==> src/rtl/pte_fill_pkg.sv <==
package pte_fill_pkg;
  typedef enum logic [1:0] {
    ST_IDLE = 2'd0,
    ST_PLAN = 2'd1,
    ST_EMIT = 2'd2,
    ST_FIN  = 2'd3
  } fill_state_e;

  localparam int WORD_W    = 32;
  localparam int MT_LSB    = 40;  // memory type position inside the 64-bit entry
  localparam int EXP_LSB   = 7;   // run exponent position in the low word
  localparam int TAG_LSB   = 17;  // tag position in the high word
  localparam int CF_LSB    = 7;   // compression factor position in memory type
  localparam int TGT_LSB   = 4;
  localparam int RW_BIT    = 3;
  localparam int SYS_BIT   = 6;
  localparam logic [1:0] TGT_CARVE = 2'd3;
  localparam logic [1:0] TGT_LOCAL = 2'd0;
endpackage

==> src/rtl/pte_run_sizer.sv <==
module pte_run_sizer #(
  parameter int IDX_W   = 16,
  parameter int CNT_W   = 16,
  parameter int MAX_EXP = 7,
  localparam int EXP_W  = $clog2(MAX_EXP + 1),
  localparam int RUN_W  = MAX_EXP + 1
) (
  input  logic [IDX_W-1:0] idx,
  input  logic [CNT_W-1:0] remain,
  output logic [EXP_W-1:0] run_exp,
  output logic [RUN_W-1:0] run_len
);
  logic [MAX_EXP:0] fits;

  for (genvar e = 0; e <= MAX_EXP; e++) begin : g_fit
    localparam logic [CNT_W-1:0] SPAN = CNT_W'(1) << e;
    localparam logic [IDX_W-1:0] LOWM = (IDX_W'(1) << e) - IDX_W'(1);
    assign fits[e] = (remain >= SPAN) && ((idx & LOWM) == '0);
  end

  // highest fitting exponent wins
  always_comb begin
    run_exp = '0;
    for (int e = 0; e <= MAX_EXP; e++) begin
      if (fits[e]) run_exp = EXP_W'(e);
    end
  end

  assign run_len = RUN_W'(1) << run_exp;
endmodule

==> src/rtl/pte_tag_calc.sv <==
module pte_tag_calc #(
  parameter int PA_W  = 40,
  parameter int TAG_W = 15
) (
  input  logic [TAG_W-1:0] tag_base,
  input  logic [PA_W-1:0]  offset,
  input  logic [1:0]       factor,
  output logic [TAG_W-1:0] tag
);
  logic [PA_W-1:0] page64k;
  logic [PA_W+1:0] prod;

  assign page64k = offset >> 16;
  assign prod    = {2'b00, page64k} * {{PA_W{1'b0}}, factor};
  assign tag     = tag_base + prod[TAG_W-1:0];
endmodule

==> src/rtl/pte_word_encoder.sv <==
module pte_word_encoder
  import pte_fill_pkg::*;
#(
  parameter int PA_W  = 40,
  parameter int MT_W  = 9,
  parameter int EXP_W = 3,
  parameter int TAG_W = 15
) (
  input  logic [PA_W-1:0]   phys,
  input  logic [MT_W-1:0]   mem_type,
  input  logic [1:0]        target,
  input  logic              acc_sys,
  input  logic              acc_wo,
  input  logic [EXP_W-1:0]  run_exp,
  input  logic [TAG_W-1:0]  tag,
  input  logic              tag_en,
  output logic [WORD_W-1:0] lo_word,
  output logic [WORD_W-1:0] hi_word
);
  logic [2*WORD_W-1:0] entry;

  always_comb begin
    entry = 64'(phys) | 64'(1);
    entry = entry | (64'(mem_type) << MT_LSB);
    entry = entry | (64'(target) << TGT_LSB);
    if (acc_sys) entry[SYS_BIT] = 1'b1;
    if (!acc_wo) entry[RW_BIT]  = 1'b1;
  end

  assign lo_word = entry[WORD_W-1:0] | (WORD_W'(run_exp) << EXP_LSB);
  assign hi_word = entry[2*WORD_W-1:WORD_W] |
                   (tag_en ? (WORD_W'(tag) << TAG_LSB) : '0);
endmodule

==> src/rtl/pte_run_filler.sv <==
module pte_run_filler
  import pte_fill_pkg::*;
#(
  parameter int IDX_W   = 16,
  parameter int CNT_W   = 16,
  parameter int PA_W    = 40,
  parameter int MT_W    = 9,
  parameter int SHIFT_W = 5,
  parameter int MAX_EXP = 7,
  localparam int ADDR_W = IDX_W + 1,
  localparam int EXP_W  = $clog2(MAX_EXP + 1),
  localparam int RUN_W  = MAX_EXP + 1,
  localparam int WCNT_W = MAX_EXP + 2,
  localparam int TAG_W  = WORD_W - TAG_LSB
) (
  input  logic               clk,
  input  logic               rst_n,
  input  logic               start,
  input  logic [IDX_W-1:0]   start_idx,
  input  logic [CNT_W-1:0]   count,
  input  logic [PA_W-1:0]    phys_base,
  input  logic [PA_W-1:0]    stolen_base,
  input  logic [MT_W-1:0]    mem_type,
  input  logic               acc_sys,
  input  logic               acc_wo,
  input  logic [SHIFT_W-1:0] page_shift,
  input  logic [TAG_W-1:0]   tag_base,
  input  logic [PA_W-1:0]    comp_offset,
  output logic               busy,
  output logic               done,
  output logic               wr_valid,
  input  logic               wr_ready,
  output logic [ADDR_W-1:0]  wr_addr,
  output logic [WORD_W-1:0]  wr_data
);
  fill_state_e        state;
  logic [IDX_W-1:0]   idx_q;
  logic [CNT_W-1:0]   rem_q;
  logic [PA_W-1:0]    phys_q;
  logic [PA_W-1:0]    offs_q;
  logic [MT_W-1:0]    mt_q;
  logic               sys_q, wo_q;
  logic [SHIFT_W-1:0] shift_q;
  logic [1:0]         tgt_q;
  logic [TAG_W-1:0]   tagb_q;
  logic [WORD_W-1:0]  lo_q, hi_q;
  logic [ADDR_W-1:0]  addr_q;
  logic               half_q;
  logic [WCNT_W-1:0]  words_q;

  logic [EXP_W-1:0]   run_exp;
  logic [RUN_W-1:0]   run_len;
  logic [TAG_W-1:0]   run_tag;
  logic [1:0]         factor;
  logic [WORD_W-1:0]  enc_lo, enc_hi;
  logic [PA_W-1:0]    run_step;

  assign factor   = mt_q[CF_LSB +: 2];
  assign run_step = PA_W'(run_len) << shift_q;

  pte_run_sizer #(.IDX_W(IDX_W), .CNT_W(CNT_W), .MAX_EXP(MAX_EXP)) u_sizer (
    .idx(idx_q), .remain(rem_q), .run_exp(run_exp), .run_len(run_len)
  );

  pte_tag_calc #(.PA_W(PA_W), .TAG_W(TAG_W)) u_tag (
    .tag_base(tagb_q), .offset(offs_q), .factor(factor), .tag(run_tag)
  );

  pte_word_encoder #(.PA_W(PA_W), .MT_W(MT_W), .EXP_W(EXP_W), .TAG_W(TAG_W)) u_enc (
    .phys(phys_q), .mem_type(mt_q), .target(tgt_q), .acc_sys(sys_q),
    .acc_wo(wo_q), .run_exp(run_exp), .tag(run_tag), .tag_en(factor != 2'b00),
    .lo_word(enc_lo), .hi_word(enc_hi)
  );

  always_ff @(posedge clk) begin
    if (!rst_n) begin
      state   <= ST_IDLE;
      idx_q   <= '0;
      rem_q   <= '0;
      phys_q  <= '0;
      offs_q  <= '0;
      mt_q    <= '0;
      sys_q   <= 1'b0;
      wo_q    <= 1'b0;
      shift_q <= '0;
      tgt_q   <= TGT_LOCAL;
      tagb_q  <= '0;
      lo_q    <= '0;
      hi_q    <= '0;
      addr_q  <= '0;
      half_q  <= 1'b0;
      words_q <= '0;
    end else begin
      unique case (state)
        ST_IDLE: begin
          if (start) begin
            idx_q   <= start_idx;
            rem_q   <= count;
            phys_q  <= phys_base + stolen_base;
            tgt_q   <= (stolen_base != '0) ? TGT_CARVE : TGT_LOCAL;
            offs_q  <= comp_offset;
            mt_q    <= mem_type;
            sys_q   <= acc_sys;
            wo_q    <= acc_wo;
            shift_q <= page_shift;
            tagb_q  <= tag_base;
            addr_q  <= {start_idx, 1'b0};
            half_q  <= 1'b0;
            state   <= ST_PLAN;
          end
        end
        ST_PLAN: begin
          if (rem_q == '0) begin
            state <= ST_FIN;
          end else begin
            lo_q    <= enc_lo;
            hi_q    <= enc_hi;
            words_q <= {run_len, 1'b0} - WCNT_W'(1);
            idx_q   <= idx_q + IDX_W'(run_len);
            rem_q   <= rem_q - CNT_W'(run_len);
            phys_q  <= phys_q + run_step;
            offs_q  <= offs_q + run_step;
            state   <= ST_EMIT;
          end
        end
        ST_EMIT: begin
          if (wr_ready) begin
            addr_q  <= addr_q + ADDR_W'(1);
            half_q  <= ~half_q;
            words_q <= words_q - WCNT_W'(1);
            if (words_q == '0) state <= ST_PLAN;
          end
        end
        ST_FIN: state <= ST_IDLE;
        default: state <= ST_IDLE;
      endcase
    end
  end

  assign busy     = (state == ST_PLAN) || (state == ST_EMIT);
  assign done     = (state == ST_FIN);
  assign wr_valid = (state == ST_EMIT);
  assign wr_addr  = addr_q;
  assign wr_data  = half_q ? hi_q : lo_q;

  // a stalled word stays on offer unchanged
  assert_stall_hold_R10: assert property (@(posedge clk) disable iff (!rst_n)
    (wr_valid && !wr_ready) |=> (wr_valid && $stable(wr_addr) && $stable(wr_data)));

  // done is a single-cycle pulse with busy low
  assert_done_pulse_R1: assert property (@(posedge clk) disable iff (!rst_n)
    done |=> !done);
  assert_done_idle_R1: assert property (@(posedge clk) disable iff (!rst_n)
    done |-> !busy);

  // an accepted low half is followed at once by its high half
  assert_pair_order_R3: assert property (@(posedge clk) disable iff (!rst_n)
    (wr_valid && wr_ready && !wr_addr[0]) |=> (wr_valid && wr_addr[0]));

  // every low word carries the present flag
  assert_present_R4: assert property (@(posedge clk) disable iff (!rst_n)
    (wr_valid && !wr_addr[0]) |-> wr_data[0]);

  // a chosen run is aligned and fits in what remains
  assert_run_fit_R7: assert property (@(posedge clk) disable iff (!rst_n)
    (state == ST_PLAN && rem_q != '0) |->
      (((idx_q & (IDX_W'(run_len) - IDX_W'(1))) == '0) && (CNT_W'(run_len) <= rem_q)));

  // nothing left means completion with no write offered
  assert_empty_done_R2: assert property (@(posedge clk) disable iff (!rst_n)
    (state == ST_PLAN && rem_q == '0) |=> (done && !wr_valid));
endmodule

==> config.mk <==
export PLATFORM = sky130hd
export DESIGN_NAME = pte_run_filler
export DESIGN_NICKNAME = d
export VERILOG_FILES = /design/src/rtl/pte_fill_pkg.sv /design/src/rtl/pte_run_sizer.sv /design/src/rtl/pte_tag_calc.sv /design/src/rtl/pte_word_encoder.sv /design/src/rtl/pte_run_filler.sv
export SDC_FILE = /design/constraint.sdc
export NUM_CORES = 1
export LEC_CHECK = 0
export BUFFER_PORTS_ARGS = -buffer_cell sky130_fd_sc_hd__buf_2
export CORE_UTILIZATION = 45
export CTS_BUF_LIST = sky130_fd_sc_hd__clkbuf_16
export DETAILED_ROUTE_END_ITERATION = 8
export PLACE_DENSITY = 0.69
export SYNTH_ARGS = -nofsm -noshare
export SYNTH_HDL_FRONTEND = slang
export SYNTH_SLANG_ARGS = --single-unit
==> constraint.sdc <==
create_clock -name clk -period 5.07 [get_ports clk]
set_input_delay 0.2535 -clock clk [delete_from_list [all_inputs] [get_ports clk]]
set_output_delay 0.2535 -clock clk [all_outputs]
set_load 0.02 [all_outputs]
==> results.ini <==
[route]
drt_iter0_drc=1722
dr_wl_met2_um=30800
drtAntennaViolNets=0
met3_length_um=3700
top_layer=met4
drc_errors=0
wl_met1_um=29800
via_count=19900
post_drt_wl_per_cell_um=19.1
drtPass1Iterations=6
vias_per_cell=5.74
totalWireLength_um=66200

[synthesis]
synthArstFlopShare_pct=0
synth_top_area_share_pct=24.6
synth_seq_area_share_pct=24.6
netlist_instances=2397
synthesis.area_sq_um=17800
synth-warning-count=0
synth_cell_type_count=85
ys_seq_elements=219
syn_avg_cell_area_sq_um=7.44
synth_fp_nets=2735
synth_edf_count=0
yosys-top-cells-area=dfxtp_1 25%, ha_1 9.3%, a21oi_1 7.5%
synth_flop_cell=dfxtp_1
yosys.area.top_type=dfxtp_1

[layout]
seq_area_sq_um=4390
design_area_sq_um=24300
diodes=0
multi_input_area_sq_um=13700
final_nets=3267
final.fill_count=3415
syn_to_final_growth_pct=36.4
drive_above_1_share_pct=30.3
postLayoutCoreUtil_pct=62.6

[setup_path]
max_stage_delay_ns=0.56
critPathTopFamily=simple AND/OR/NAND/NOR gates
startpoint=idx_q[1]
cp.buffers_inverters=6
worst_setup_path_end_kind=flip-flop
path_class=flip-flop to flip-flop
crit_slowest_cell=or4_4
required_ns=5.55
critPathArrivalTime_ns=5.99
r2r_start=idx_q[1]
start_kind=flip-flop
cp_max_fo=3

[cts]
clkLatencyLatePin_ns=0.57
htreeDepth=1
clock_path_buffers=3
cts_tree=built
clk_pin_slew_ns=0.06
cts_inserted_buffers=26
clock-root-buffer=clkbuf_16
cts_sinks=219

[timing]
worst_pin_slew_ns=1.00
hold_viol=0
skew_ns=0.0239
post-route-min-period_ns=5.51
worst_slack_ns=-0.438
rsz0062_at_grt=true
setup_viol_count_final=32
slew_viol_final=0
slew_headroom_pct=33.3
period_share_pct=109
max_freq_mhz=182

[grt]
antenna_found_initial=0
grt_max_degree=84
grt_pass1_wl_um=102000
grt_pass1_vias=19100
overflow=0
grt.total_usage_pct=31.4

[floorplanning]
die_y_um=201
rows=72
dieArea_sq_um=40400
pin_count=239
die_x_um=201
initial_core_util_pct=45.9
coreArea_sq_um=38800

[pwr]
vdd_drop_max_mv=0.328
p_leak_nw=11.0
pwr_density_cell_nw_per_um2=576

[place]
gp_congestion=0.984
io_buffer_count=229
dpl_cell_area_sq_um=21600
hpwlAfterDp_um=48900

[min_path]
min_from=comp_offset[5]
min-delay-path-class=input pin to flip-flop

[outcome]
violations=setup timing
status=finished, violations left

[job]
cap_viol_max_count=0

[timing repair]
item | 4_1_cts | 5_1_grt
hold buffers | 41 | 0
endpoints found under the hold margin | 41 | 0
buffers inserted | 36 | 31
gates resized for setup | 102 | 143
pin swaps | 68 | 115
endpoints found under the setup margin | 38 | 52
[power by group]
part	total (W)	leakage, nW	internal [W]	switching, W
Clock	0.00187	0.420	0.00105	0.000826
Sequential	0.00276	1.80	0.00221	0.000551
Combinational	0.00939	8.76	0.00429	0.00510
[per-stage QoR]
stage                     worst slack (ns)  total power [W]  hold slack, ns  instances  setup TNS (ns)
after CTS                           -0.365           0.0133        0.000619       3444           -2.79
after floorplan                     -0.102          0.00759           0.389       2397          -0.207
after detailed placement            -0.559           0.0108           0.446       3322           -9.62
after global routing                -0.644           0.0149          0.0250       3467          -12.07
after global placement              -0.440           0.0107           0.436       3322           -5.81
final                               -0.438           0.0140          0.0110       3467           -5.17
[tightest hold or removal path, cell delays in order]
cell     delay (ns)
buf_2          0.08
a22oi_1        0.06
a21oi_1        0.13
[kinds of logic (layout without fill, tap and decap cells)]
family,after synthesis,in the layout,synth area share [%]
AOI/OAI and AO/OA,728,728,25.7
DFF,219,219,24.6
buffers and inverters,229,781,4.95
and+or+nand+nor,861,861,22.1
muxes,85,85,5.10
xor gates and xnor gates,117,117,5.75
adders and majority gates,158,158,11.7
[cells in the final DEF (no fill, tap or decap), types with 11 or more instances in the layout]
cell type,netlist,final
a22oi_1,22,22
xnor2_1,81,69
o21ai_1,1,16
a21oi_1,266,232
and2_1,18,15
o21ai_0,135,110
buf_4,0,340
buf_6,3,29
nor2_1,237,214
fa_1,18,17
o21a_1,15,14
buf_2,1,229
and3_1,12,12
o211ai_1,11,11
nand2b_1,33,30
or3_1,16,14
a31oi_1,24,17
nor2_2,1,11
or2_2,15,13
nor2b_1,21,19
dfxtp_1,219,215
nor2_4,0,13
nand4_1,19,19
inv_1,91,93
nand2_1,317,314
o21bai_1,22,22
a21o_1,73,73
dlygate4sd3_1,0,41
xor2_1,36,36
ha_1,133,120
mux2i_1,40,40
nor4_1,19,16
mux2_2,43,40
a211oi_1,49,46
clkbuf_16,0,26
nor3_1,64,55
nand3_1,56,53
a21oi_2,2,34
ha_4,0,12
[area by class of cell]
| cell class | count | share of cell area [%] |
|---|---|---|
| clock buffers | 26 | 2.68 |
| clock inverters | 22 | 0.772 |
| inverters | 94 | 1.46 |
| multi-input cells | 1949 | 56.1 |
| flip-flops and latches | 219 | 18.0 |
| well taps | 518 | 2.67 |
| repair buffers | 639 | 18.2 |
[Yosys cell counts (8+ instances only)]
library cell	count
a21oi_1	266
o22ai_1	12
buf_1	11
and2_1	18
o21ai_0	135
nor3_1	64
mux2_2	43
nand2b_1	33
nand4_1	19
o21a_1	15
a21o_1	73
ha_1	133
nor2b_1	21
a31oi_1	24
nand3_1	56
a211oi_1	49
nor2_1	237
and3_1	12
nor4_1	19
xnor2_1	81
o21bai_1	22
nand2_1	317
a22oi_1	22
xor2_1	36
fa_1	18
clkbuf_1	120
dfxtp_1	219
o31ai_1	17
or2_2	15
a211o_1	10
o211ai_1	11
or3_1	16
o221ai_1	8
mux2i_1	40
inv_1	91
[worst paths after layout]
kind / to / slack (ns) / cells after the start
min: offs_q[5] / 0.01 / 3
max reg2reg: phys_q[35] / -0.44 / 28
min reg2reg: hi_q[9] / 0.45 / 2
max: phys_q[35] / -0.44 / 28
[per-layer routing]
| layer | up-vias | global-route usage (%) |
|---|---|---|
| met5 | - | 0 |
| met4 | 0 | 8.70 |
| met3 | 115 | 2.99 |
| met2 | 701 | 52.6 |
| met1 | 9423 | 42.7 |
| li1 | 9656 | - |
[flip-flops by register name, indices dropped and copies added, names as in the netlist]
signal   cells
mt_q         9
idx_q        7
wo_q         1
wr_addr     17
offs_q      31
tagb_q      15
shift_q      5
half_q       1
rem_q       16
sys_q        1
state        2
hi_q        32
phys_q      40
tgt_q        1
lo_q        32
words_q      9
(Power assumes the default switching activity.)
